<file path="src/rtl/bst_pkg.sv">
package bst_pkg;
    typedef enum logic [1:0] {
        ST_IDLE = 2'd0,
        ST_SEND = 2'd1,
        ST_FILL = 2'd2
    } tx_state_t;
endpackage

</file>
<file path="src/rtl/bst_divider.sv">
module bst_divider #(
    parameter int DIV_W = 8
) (
    input  logic             clk,
    input  logic             rst,
    input  logic             run,
    input  logic [DIV_W-1:0] half_period,
    output logic             tick
);
    logic [DIV_W-1:0] cnt_q;

    always_ff @(posedge clk) begin
        if (rst || !run) begin
            cnt_q <= '0;
        end else if (cnt_q >= half_period) begin
            cnt_q <= '0;
        end else begin
            cnt_q <= cnt_q + 1'b1;
        end
    end

    assign tick = run && (cnt_q >= half_period);

    // A half phase longer than one cycle never produces two ticks in a row
    assert_tick_spacing_R7: assert property (@(posedge clk) disable iff (rst)
        (tick && half_period != '0 && $stable(half_period)) |=> !tick);
endmodule

</file>
<file path="src/rtl/bst_holder.sv">
module bst_holder #(
    parameter int WORD_W = 32
) (
    input  logic              clk,
    input  logic              rst,
    input  logic [WORD_W-1:0] in_data,
    input  logic              in_valid,
    output logic              in_ready,
    input  logic              take,
    output logic              hold_valid,
    output logic [WORD_W-1:0] hold_data
);
    logic              valid_q;
    logic [WORD_W-1:0] data_q;

    always_ff @(posedge clk) begin
        if (rst) begin
            valid_q <= 1'b0;
            data_q  <= '0;
        end else if (take) begin
            valid_q <= 1'b0;
        end else if (in_valid && !valid_q) begin
            valid_q <= 1'b1;
            data_q  <= in_data;
        end
    end

    assign in_ready   = !valid_q;
    assign hold_valid = valid_q;
    assign hold_data  = data_q;

    // A held word stays intact until the shifter takes it
    assert_hold_kept_R10: assert property (@(posedge clk) disable iff (rst)
        (valid_q && !take) |=> (valid_q && $stable(data_q)));
endmodule

</file>
<file path="src/rtl/bst_shifter.sv">
module bst_shifter
    import bst_pkg::*;
#(
    parameter int WORD_W = 32
) (
    input  logic              clk,
    input  logic              rst,
    input  logic              tick,
    input  logic              burst_en,
    input  logic              hold_valid,
    input  logic [WORD_W-1:0] hold_data,
    output logic              take,
    output tx_state_t         state,
    output logic              phase,
    output logic              data_bit,
    output logic              underrun
);
    localparam int CNT_W = $clog2(WORD_W);
    localparam logic [CNT_W-1:0] LAST_BIT = CNT_W'(WORD_W - 1);

    tx_state_t         state_q, state_d;
    logic              ph_q;
    logic [CNT_W-1:0]  bit_cnt_q;
    logic [WORD_W-1:0] shreg_q;
    logic              underrun_q;
    logic              word_end;
    logic              starve;

    // next-state logic with named transitions
    always_comb begin
        state_d  = state_q;
        take     = 1'b0;
        starve   = 1'b0;
        word_end = (state_q != ST_IDLE) && tick && ph_q && (bit_cnt_q == LAST_BIT);
        unique case (state_q)
            ST_IDLE: begin
                if (hold_valid) begin              // T_START
                    state_d = ST_SEND;
                    take    = 1'b1;
                end
            end
            ST_SEND, ST_FILL: begin
                if (word_end) begin
                    if (hold_valid) begin          // T_CHAIN
                        state_d = ST_SEND;
                        take    = 1'b1;
                    end else if (burst_en) begin   // T_STOP
                        state_d = ST_IDLE;
                    end else begin                 // T_STARVE
                        state_d = ST_FILL;
                        starve  = 1'b1;
                    end
                end
            end
            default: state_d = ST_IDLE;
        endcase
    end

    // state register
    always_ff @(posedge clk) begin
        if (rst) begin
            state_q <= ST_IDLE;
        end else begin
            state_q <= state_d;
        end
    end

    // bit phase, counter and shift register
    always_ff @(posedge clk) begin
        if (rst) begin
            ph_q       <= 1'b0;
            bit_cnt_q  <= '0;
            shreg_q    <= '0;
            underrun_q <= 1'b0;
        end else begin
            if (starve) begin
                underrun_q <= 1'b1;
            end
            if (take) begin
                shreg_q   <= hold_data;
                bit_cnt_q <= '0;
                ph_q      <= 1'b0;
            end else if (starve) begin
                shreg_q   <= '0;
                bit_cnt_q <= '0;
                ph_q      <= 1'b0;
            end else if (state_d == ST_IDLE) begin
                ph_q      <= 1'b0;
            end else if (state_q != ST_IDLE && tick) begin
                if (!ph_q) begin
                    ph_q <= 1'b1;
                end else begin
                    ph_q      <= 1'b0;
                    shreg_q   <= {shreg_q[WORD_W-2:0], 1'b0};
                    bit_cnt_q <= bit_cnt_q + 1'b1;
                end
            end
        end
    end

    // outputs
    always_comb begin
        state    = state_q;
        phase    = ph_q;
        underrun = underrun_q;
        data_bit = (state_q == ST_SEND) ? shreg_q[WORD_W-1] : 1'b0;
    end

    assert_shift_still_R6: assert property (@(posedge clk) disable iff (rst)
        (state_q != ST_IDLE && ph_q && !tick) |=> $stable(shreg_q));
    assert_burst_halts_R3: assert property (@(posedge clk) disable iff (rst)
        (word_end && !hold_valid && burst_en) |=> (state_q == ST_IDLE && !ph_q));
    assert_underrun_sticky_R9: assert property (@(posedge clk) disable iff (rst)
        underrun_q |=> underrun_q);
    assert_fill_quiet_R9: assert property (@(posedge clk) disable iff (rst)
        (state_q == ST_FILL) |-> (shreg_q == '0));
endmodule

</file>
<file path="src/rtl/bitstream_tx.sv">
module bitstream_tx
    import bst_pkg::*;
#(
    parameter int WORD_W = 32,
    parameter int DIV_W  = 8
) (
    input  logic              clk,
    input  logic              rst,
    input  logic [WORD_W-1:0] word_data,
    input  logic              word_valid,
    output logic              word_ready,
    input  logic              burst_en,
    input  logic              idle_high,
    input  logic              mute,
    input  logic [DIV_W-1:0]  half_period,
    output logic              sck,
    output logic              sdata,
    output logic              underrun
);
    logic              tick;
    logic              take;
    logic              hold_valid;
    logic [WORD_W-1:0] hold_data;
    tx_state_t         state;
    logic              phase;
    logic              data_bit;

    bst_divider #(.DIV_W(DIV_W)) u_div (
        .clk         (clk),
        .rst         (rst),
        .run         (state != ST_IDLE),
        .half_period (half_period),
        .tick        (tick)
    );

    bst_holder #(.WORD_W(WORD_W)) u_hold (
        .clk        (clk),
        .rst        (rst),
        .in_data    (word_data),
        .in_valid   (word_valid),
        .in_ready   (word_ready),
        .take       (take),
        .hold_valid (hold_valid),
        .hold_data  (hold_data)
    );

    bst_shifter #(.WORD_W(WORD_W)) u_shift (
        .clk        (clk),
        .rst        (rst),
        .tick       (tick),
        .burst_en   (burst_en),
        .hold_valid (hold_valid),
        .hold_data  (hold_data),
        .take       (take),
        .state      (state),
        .phase      (phase),
        .data_bit   (data_bit),
        .underrun   (underrun)
    );

    assign sck   = idle_high ^ phase;
    assign sdata = data_bit & ~mute;

    assert_idle_level_R5: assert property (@(posedge clk) disable iff (rst)
        (state == ST_IDLE) |-> (sck == idle_high));
    assert_mute_low_R8: assert property (@(posedge clk) disable iff (rst)
        mute |-> !sdata);
endmodule

</file>
<file path="config.mk">
export PLATFORM = sky130hd
export DESIGN_NAME = bitstream_tx
export DESIGN_NICKNAME = d
export VERILOG_FILES = /design/src/rtl/bst_pkg.sv /design/src/rtl/bst_divider.sv /design/src/rtl/bst_holder.sv /design/src/rtl/bst_shifter.sv /design/src/rtl/bitstream_tx.sv
export SDC_FILE = /design/constraint.sdc
export NUM_CORES = 1
export LEC_CHECK = 0
export ABC_AREA = 1
export ABC_CLOCK_PERIOD_IN_PS = 6250
export BUFFER_PORTS_ARGS = -buffer_cell sky130_fd_sc_hd__clkbuf_2
export CORE_MARGIN = 3
export CORE_UTILIZATION = 50
export CTS_BUF_LIST = sky130_fd_sc_hd__clkbuf_4
export DETAILED_ROUTE_END_ITERATION = 8
export PLACE_DENSITY = 0.71
export SYNTH_ARGS = -nofsm -noshare
export SYNTH_HDL_FRONTEND = slang
export SYNTH_SLANG_ARGS = --single-unit
</file>
<file path="constraint.sdc">
create_clock -name clk -period 6.25 [get_ports clk]
set_input_delay 0.3125 -clock clk [delete_from_list [all_inputs] [get_ports clk]]
set_output_delay 0.3125 -clock clk [all_outputs]
set_load 0.02 [all_outputs]
</file>
==> Word-level counts from Yosys, hierarchy flattened <==
Index checks and enable logic that the tools add are counted.
{ "word_totals": {"reg_bits": 82, "latchBits": 0, "ram_bits": 0, "rom_bits": 0, "input_bits": 46, "out_inout_bits": 4, "elab_cells": 60, "mem_count": 0} }
{ "classes": {"n_addsub": 2, "n_mul": 0, "div": 0, "order_cmp": 1, "n_eq_ne": 4, "n_shift": 0, "mux": 19, "bitwise_logic": 5, "n_reduce_logical": 21} }
{ "ops": {"columns": ["op", "count"], "rows": [
  ["32-bit 2-to-1 mux", 5],
  ["8-bit by 1-bit adder with 8-bit output, second input constant", 1],
  ["8-bit greater-or-equal comparator", 1],
  ["1-bit 2-to-1 mux", 8],
  ["2-bit 2-to-1 mux", 4],
  ["3-bit AND reduction", 2],
  ["3-bit nonzero test", 2],
  ["2-bit OR reduction", 3],
  ["5-bit by 1-bit adder with 5-bit output, second input constant", 1],
  ["5-bit equality test, second input constant", 1],
  ["1-bit logical AND", 5],
  ["2-bit zero test", 2],
  ["2-bit one-hot mux with 2 select lines", 1],
  ["4-bit OR reduction", 1],
  ["3-bit by 2-bit inequality test with 1-bit output, second input constant", 1],
  ["1-bit inverter", 3],
  ["3-bit OR reduction", 1],
  ["2-bit by 1-bit equality test with 1-bit output, second input constant", 1],
  ["2-bit equality test, second input constant", 1],
  ["1-bit zero test", 2],
  ["1-bit one-hot mux with 2 select lines", 1],
  ["2-bit AND reduction", 1],
  ["2-bit nonzero test", 1],
  ["1-bit bitwise AND", 1],
  ["2 further kinds", 2]
]} }

==> Logic depth before layout (Yosys ltp) <==
{ "logic_depth": {"ltp_word": 11, "mapped_depth": 21, "mapped_depth_nobuf": 20} }

==> Cells and area by module <==
From an unflattened synthesis, not the netlist that was laid out.
{ "unflattened": {"cells_unflattened": 616, "area_unflattened_um2": 4309.1} }
{ "by_module_without_submodules": {"columns": ["module", "instances", "cells_per_inst", "area_per_inst_um2", "seq_area_each_um2"], "rows": [
  ["bst_shifter", 1, 313, 2202.1, 820.8],
  ["bst_holder", 1, 214, 1490.2, 660.6],
  ["bst_divider", 1, 81, 584.3, 160.2],
  ["bitstream_tx", 1, 8, 32.5, 0.0]
]} }

==> Least setup slack after synthesis <==
Ideal clock, no wire load.
{ "synth_timing": {"kind": "input port to flip-flop", "startpoint": "in half_period[7]", "endpoint": "reg u_shift.shreg_q[10]", "setup_ps": 113, "arrival_ps": 1951, "t_required_ps": 6137, "slack_ps": 4186, "cell_stages": 18, "n_path_buf": 1, "path_cell_list": "inv_1 ha_1 nand2_1 nor2_2 nand4_1 nand3_2 nand4_2 nor2_2 nand2_2 nand3_2 nand2_2 nand2_4 nand2_4 nand2_8 buf_6 nand2_1 nand2_1 nor2_1"} }
{ "synth_via": {"elab_chain_cells": 10, "elab_cells_between_ends": 18, "classes_between": "1 x order compare; 1 x eq/ne; 8 x mux; 8 x reduce/logical"} }
{ "synth_lines": {"columns": ["item", "line", "source"], "rows": [
  ["start, declared", "bitstream_tx.sv:15", "input logic [DIV_W-1:0] half_period,"],
  ["8-bit greater-or-equal comparator (*)", "bst_divider.sv:22", "assign tick = run && (cnt_q >= half_period);"],
  ["1-bit logical AND (*)", "bst_divider.sv:22", null],
  ["1-bit logical AND (*)", "bst_shifter.sv:34, bst_shifter.sv:89", null],
  ["1-bit logical AND (2 in a row)", "bst_shifter.sv:34", "word_end = (state_q != ST_IDLE) && tick && ph_q && (bit_cnt_q == LAST_BIT);"],
  ["2-bit 2-to-1 mux", "bst_shifter.sv:43", "if (word_end) begin"],
  ["2-bit one-hot mux with 2 select lines", "bst_shifter.sv:35", "unique case (state_q)"],
  ["2-bit zero test", "bst_shifter.sv:87", "end else if (state_d == ST_IDLE) begin"],
  ["3-bit by 2-bit inequality test with 1-bit output (no source line)", null, null],
  ["3-bit AND reduction (no source line)", null, null],
  ["end signal, assigned", "bst_shifter.sv:80", "shreg_q <= hold_data;"],
  ["end signal, assigned", "bst_shifter.sv:94", "shreg_q <= {shreg_q[WORD_W-2:0], 1'b0};"],
  ["end, declared", "bst_shifter.sv:24", "logic [WORD_W-1:0] shreg_q;"]
]} }
Every way passes the cells marked *; elsewhere a longest branch is shown, timed or not.
A chain may end at the register's enable or synchronous reset.

==> Final worst setup path <==
{ "layout_timing": {"startpoint": "reg u_div.cnt_q[7]", "endpoint": "reg u_shift.shreg_q[9]"} }
{ "layout_via": {"elab_chain_cells": 10, "elab_cells_between_ends": 18, "classes_between": "1 x order compare; 1 x eq/ne; 8 x mux; 8 x reduce/logical"} }
{ "layout_lines": {"columns": ["item", "line", "source"], "rows": [
  ["start, declared", "bst_divider.sv:10", "logic [DIV_W-1:0] cnt_q;"],
  ["start signal, assigned", "bst_divider.sv:18", "cnt_q <= cnt_q + 1'b1;"],
  ["8-bit greater-or-equal comparator (*)", "bst_divider.sv:22", null],
  ["1-bit logical AND (*)", "bst_divider.sv:22", null],
  ["1-bit logical AND (*)", "bst_shifter.sv:34, bst_shifter.sv:89", null],
  ["1-bit logical AND (2 in a row)", "bst_shifter.sv:34", null],
  ["2-bit 2-to-1 mux", "bst_shifter.sv:43", null],
  ["2-bit one-hot mux with 2 select lines", "bst_shifter.sv:35", null],
  ["2-bit zero test", "bst_shifter.sv:87", null],
  ["3-bit by 2-bit inequality test with 1-bit output (no source line)", null, null],
  ["3-bit AND reduction (no source line)", null, null]
]} }
Marked as above.

==> results.ini <==
[outcome]
run_status = completed

[sta]
max_freq_ghz = 0.353
hold_viol_final = 0
relSlewSlack_pct = 30.1
post-route-worst-setup-slack_ns = 3.42
finalWorstPathRequiredPeriod_ns = 2.83
slew_violations = 0
finalCritPeriodShare_pct = 45.3
setup_tns_ns = 0
final_number_of_setup_violating_endpoints = 0
worst-slew-pin-transition_ns = 1.05
rsz_0062_raised_after_global_routing = no
clock-skew-final_ns = 0.0124

[clocking]
cts_num_sinks = 82
clock_latency_ns = 0.42
gates_resized_cts_repair = 0
clk_pin_slew_ns = 0.13
tritoncts = yes
cts-buffers-inserted = 9
h-tree-depth = 3
cts.hold.buffers_added = 0
cts_max_path_buffers = 2
cts.repair_timing.setup_buffer_count = 0
root_buffer = sky130_fd_sc_hd__clkbuf_4

[placement]
dpl.hpwl_mm = 4.89
preCtsSetupSlack_ns = 3.33
gp_congestion = 0.904
numPortBuffers = 49

[floorplan]
core-area_mm2 = 0.00737
initial_core_utilization_pct = 52.4
ioPinCount = 50
rows = 31
dieHeight_um = 93.9
dieWidth_um = 93.9
floorplan.die_area_mm2 = 0.00882

[layout]
drive_above_1_share_pct = 13.2
areaGrowthSynthToFinish_pct = 9.94
fillCellCount = 751
count_of_inserted_antenna_diode_cells = 0
fin_nets = 659

[synth]
yosys.cell_types.count = 29
post_synth_most_frequent_cells = sky130_fd_sc_hd__nor2_1 (180), sky130_fd_sc_hd__nand2_1 (117), sky130_fd_sc_hd__dfxtp_1 (82), sky130_fd_sc_hd__a21oi_1 (39), sky130_fd_sc_hd__o21ai_0 (35)
synth_enable_flop_cells = 0
mean_instance_size_in_the_synthesized_netlist_um2 = 6.84
synth.cell_area_mm2 = 0.00386
yosys.area.top_type_share_pct = 42.5
ys_warnings = 0
syn_inst = 565
ys_seq_area_share_pct = 42.5
yosys_register_bits = 82
synth_fp_nets = 625
synthTopCellsByArea = sky130_fd_sc_hd__dfxtp_1 (43%), sky130_fd_sc_hd__nor2_1 (17%), sky130_fd_sc_hd__nand2_1 (11%), sky130_fd_sc_hd__a21oi_1 (5.1%), sky130_fd_sc_hd__ha_1 (4.5%)
post-synth-top-count-cell = sky130_fd_sc_hd__nor2_1
synth_top_cell_by_area = sky130_fd_sc_hd__dfxtp_1
synthFlopType = sky130_fd_sc_hd__dfxtp_1
synth-async-reset-ratio_pct = 0

[worst_setup_path]
critical_path.n_buffers_inverters = 0
cp_top_family = simple AND/OR/NAND/NOR gates
timing.critical_path.arrival_ns = 3.16
endpoint_kind = flip-flop
critical_path.cell_chain = ha_1 -> nand2_1 -> nor2_2 -> nand4_1 -> nand3_2 -> nand4_2 -> nor2_2 -> nand2_2 -> nand3_2 -> nand2_2 -> nand2_4 -> nand2_4 -> nand2_8 -> nand2_1 -> nand2_1 -> nor2_1
crit_slowest_cell = sky130_fd_sc_hd__nand2_2
max_stage_delay_ns = 0.38
worstPathMaxFanout = 60
critical_path_required_ns = 6.58
timing_worst_setup_path_type = reg2reg
cp-start-kind = flip-flop
crit_path_frequent_cell = sky130_fd_sc_hd__nand2_1

[drt]
drt-wirelength-per-cell_um = 10.5
final_routed_drc_violation_total = 0
drt.antenna.violating_nets = 0
drtPass1Iterations = 5
wirelength_mm = 7.42
vias = 3365
post_drt_via_cell_ratio = 4.79
drt-initial-drc-count = 141

[power_and_ir_drop]
comb_pwr_share_pct = 15.9
power_frac_seq_pct = 53.3
p_leak_nw = 2.01
clkPwrFrac_pct = 30.7
power.switching_uw = 303
power_per_cell_area_mw_per_mm2 = 258
internal-power_uw = 794
switching_share_pct = 27.6
ir_worst_vdd_mv = 0.132

[global_routing]
grt_max_degree = 64
grt.overflow.total = 0
antenna_found_initial = 0
vias_in_the_first_global_route = 3159
grt_first_pass_wirelength_mm = 13.3
grt_use_total_pct = 18.4

[hold_path]
min_path_type = in2reg

[flow_run]
maxCapViolCount = 0

per-stage QoR:
step	power (mW)	instances	utilization (%)	hold WS, ns	cell area (um^2)
2_1_floorplan	0.738	565	-	0.430	3860
5_1_grt	1.16	703	57.6	0.0906	4250
3_5_place_dp	0.772	687	55.5	0.450	4090
3_3_place_gp	0.766	687	55.5	0.449	4090
4_1_cts	1.11	703	57.6	0.0894	4250
6_report	1.10	703	57.6	0.104	4250
state kept, by name, summed over array words and instances (netlist names):
signal / flops
u_shift.state: 2
u_hold.hold_data: 32
u_hold.hold_valid: 1
u_shift.shreg_q: 32
u_shift.underrun: 1
u_div.cnt_q: 8
u_shift.phase: 1
u_shift.bit_cnt_q: 5
worst reg2reg max path: stages, from the launching register on:
cell,delay [ns]
sky130_fd_sc_hd__dfxtp_1,0.35
sky130_fd_sc_hd__ha_1,0.29
sky130_fd_sc_hd__nand2_1,0.08
sky130_fd_sc_hd__nor2_2,0.13
sky130_fd_sc_hd__nand4_1,0.10
sky130_fd_sc_hd__nand3_2,0.12
sky130_fd_sc_hd__nand4_2,0.12
sky130_fd_sc_hd__nor2_2,0.15
sky130_fd_sc_hd__nand2_2,0.38
sky130_fd_sc_hd__nand3_2,0.18
sky130_fd_sc_hd__nand2_2,0.08
sky130_fd_sc_hd__nand2_4,0.09
sky130_fd_sc_hd__nand2_4,0.11
sky130_fd_sc_hd__nand2_8,0.29
sky130_fd_sc_hd__nand2_1,0.14
sky130_fd_sc_hd__nand2_1,0.09
sky130_fd_sc_hd__nor2_1,0.04
cell usage in the layout, fill, tap and decap left out, types with 3 or more instances in the layout:
| master | netlist | layout |
|---|---|---|
| sky130_fd_sc_hd__dfxtp_1 | 82 | 82 |
| sky130_fd_sc_hd__nand3_1 | 11 | 11 |
| sky130_fd_sc_hd__nand2_1 | 117 | 117 |
| sky130_fd_sc_hd__nor2_2 | 2 | 3 |
| sky130_fd_sc_hd__inv_1 | 28 | 28 |
| sky130_fd_sc_hd__clkbuf_2 | 0 | 49 |
| sky130_fd_sc_hd__xor2_1 | 6 | 6 |
| sky130_fd_sc_hd__a21oi_1 | 39 | 39 |
| sky130_fd_sc_hd__o21ai_0 | 35 | 35 |
| sky130_fd_sc_hd__ha_1 | 14 | 14 |
| sky130_fd_sc_hd__inv_2 | 3 | 3 |
| sky130_fd_sc_hd__clkbuf_4 | 0 | 10 |
| sky130_fd_sc_hd__nor2_1 | 180 | 179 |
kinds of logic (layout without fill, tap and decap cells):
| group | Yosys count | in the layout | synth area share (%) |
|---|---|---|---|
| simple gates | 326 | 326 | 34.3 |
| flops | 82 | 82 | 42.5 |
| compound gates | 77 | 77 | 10.1 |
| buf+inv | 60 | 99 | 7.22 |
| fa+ha+maj | 14 | 14 | 4.54 |
| xor+xnor | 6 | 6 | 1.36 |
power groups by stage:
stage	sequential [mW]	clock (mW)	combinational, mW
floorplan	0.590	0	0.147
global placement	0.596	0	0.170
detailed placement	0.596	0	0.176
CTS	0.585	0.345	0.177
global route	0.590	0.366	0.208
finish	0.585	0.337	0.175
worst paths after layout:
kind | endpoint | cells past startpoint | start | slack (ns)
hold / removal | u_hold.hold_data[8] | 3 | word_data[8] | 0.10
setup reg to reg | u_shift.shreg_q[9] | 16 | u_div.cnt_q[7] | 3.42
hold reg to reg | u_shift.underrun | 2 | u_shift.underrun | 0.47
setup / recovery | u_shift.shreg_q[9] | 16 | u_div.cnt_q[7] | 3.42
layout make-up:
type                    instances  area [um^2]  share of cell area [%]
multi-input cells             423         1940                    45.8
flip-flops and latches         82         1640                    38.7
repair buffers                 51          260                    6.13
well taps                      99          124                    2.92
inverters                      32          120                    2.83
clock inverters                 6         81.3                    1.92
clock buffers                  10         75.1                    1.77
per-layer routing:
layer	vias up	share of wire, %	wire length, um	global-route usage, %
li1	1831	-	-	-
met1	1468	49	3650	22.9
met2	57	46	3400	32.0
met3	9	3.9	288	4.09
met4	0	1.1	82	5.17
met5	-	0	0	0
(Power assumes the default switching activity.)
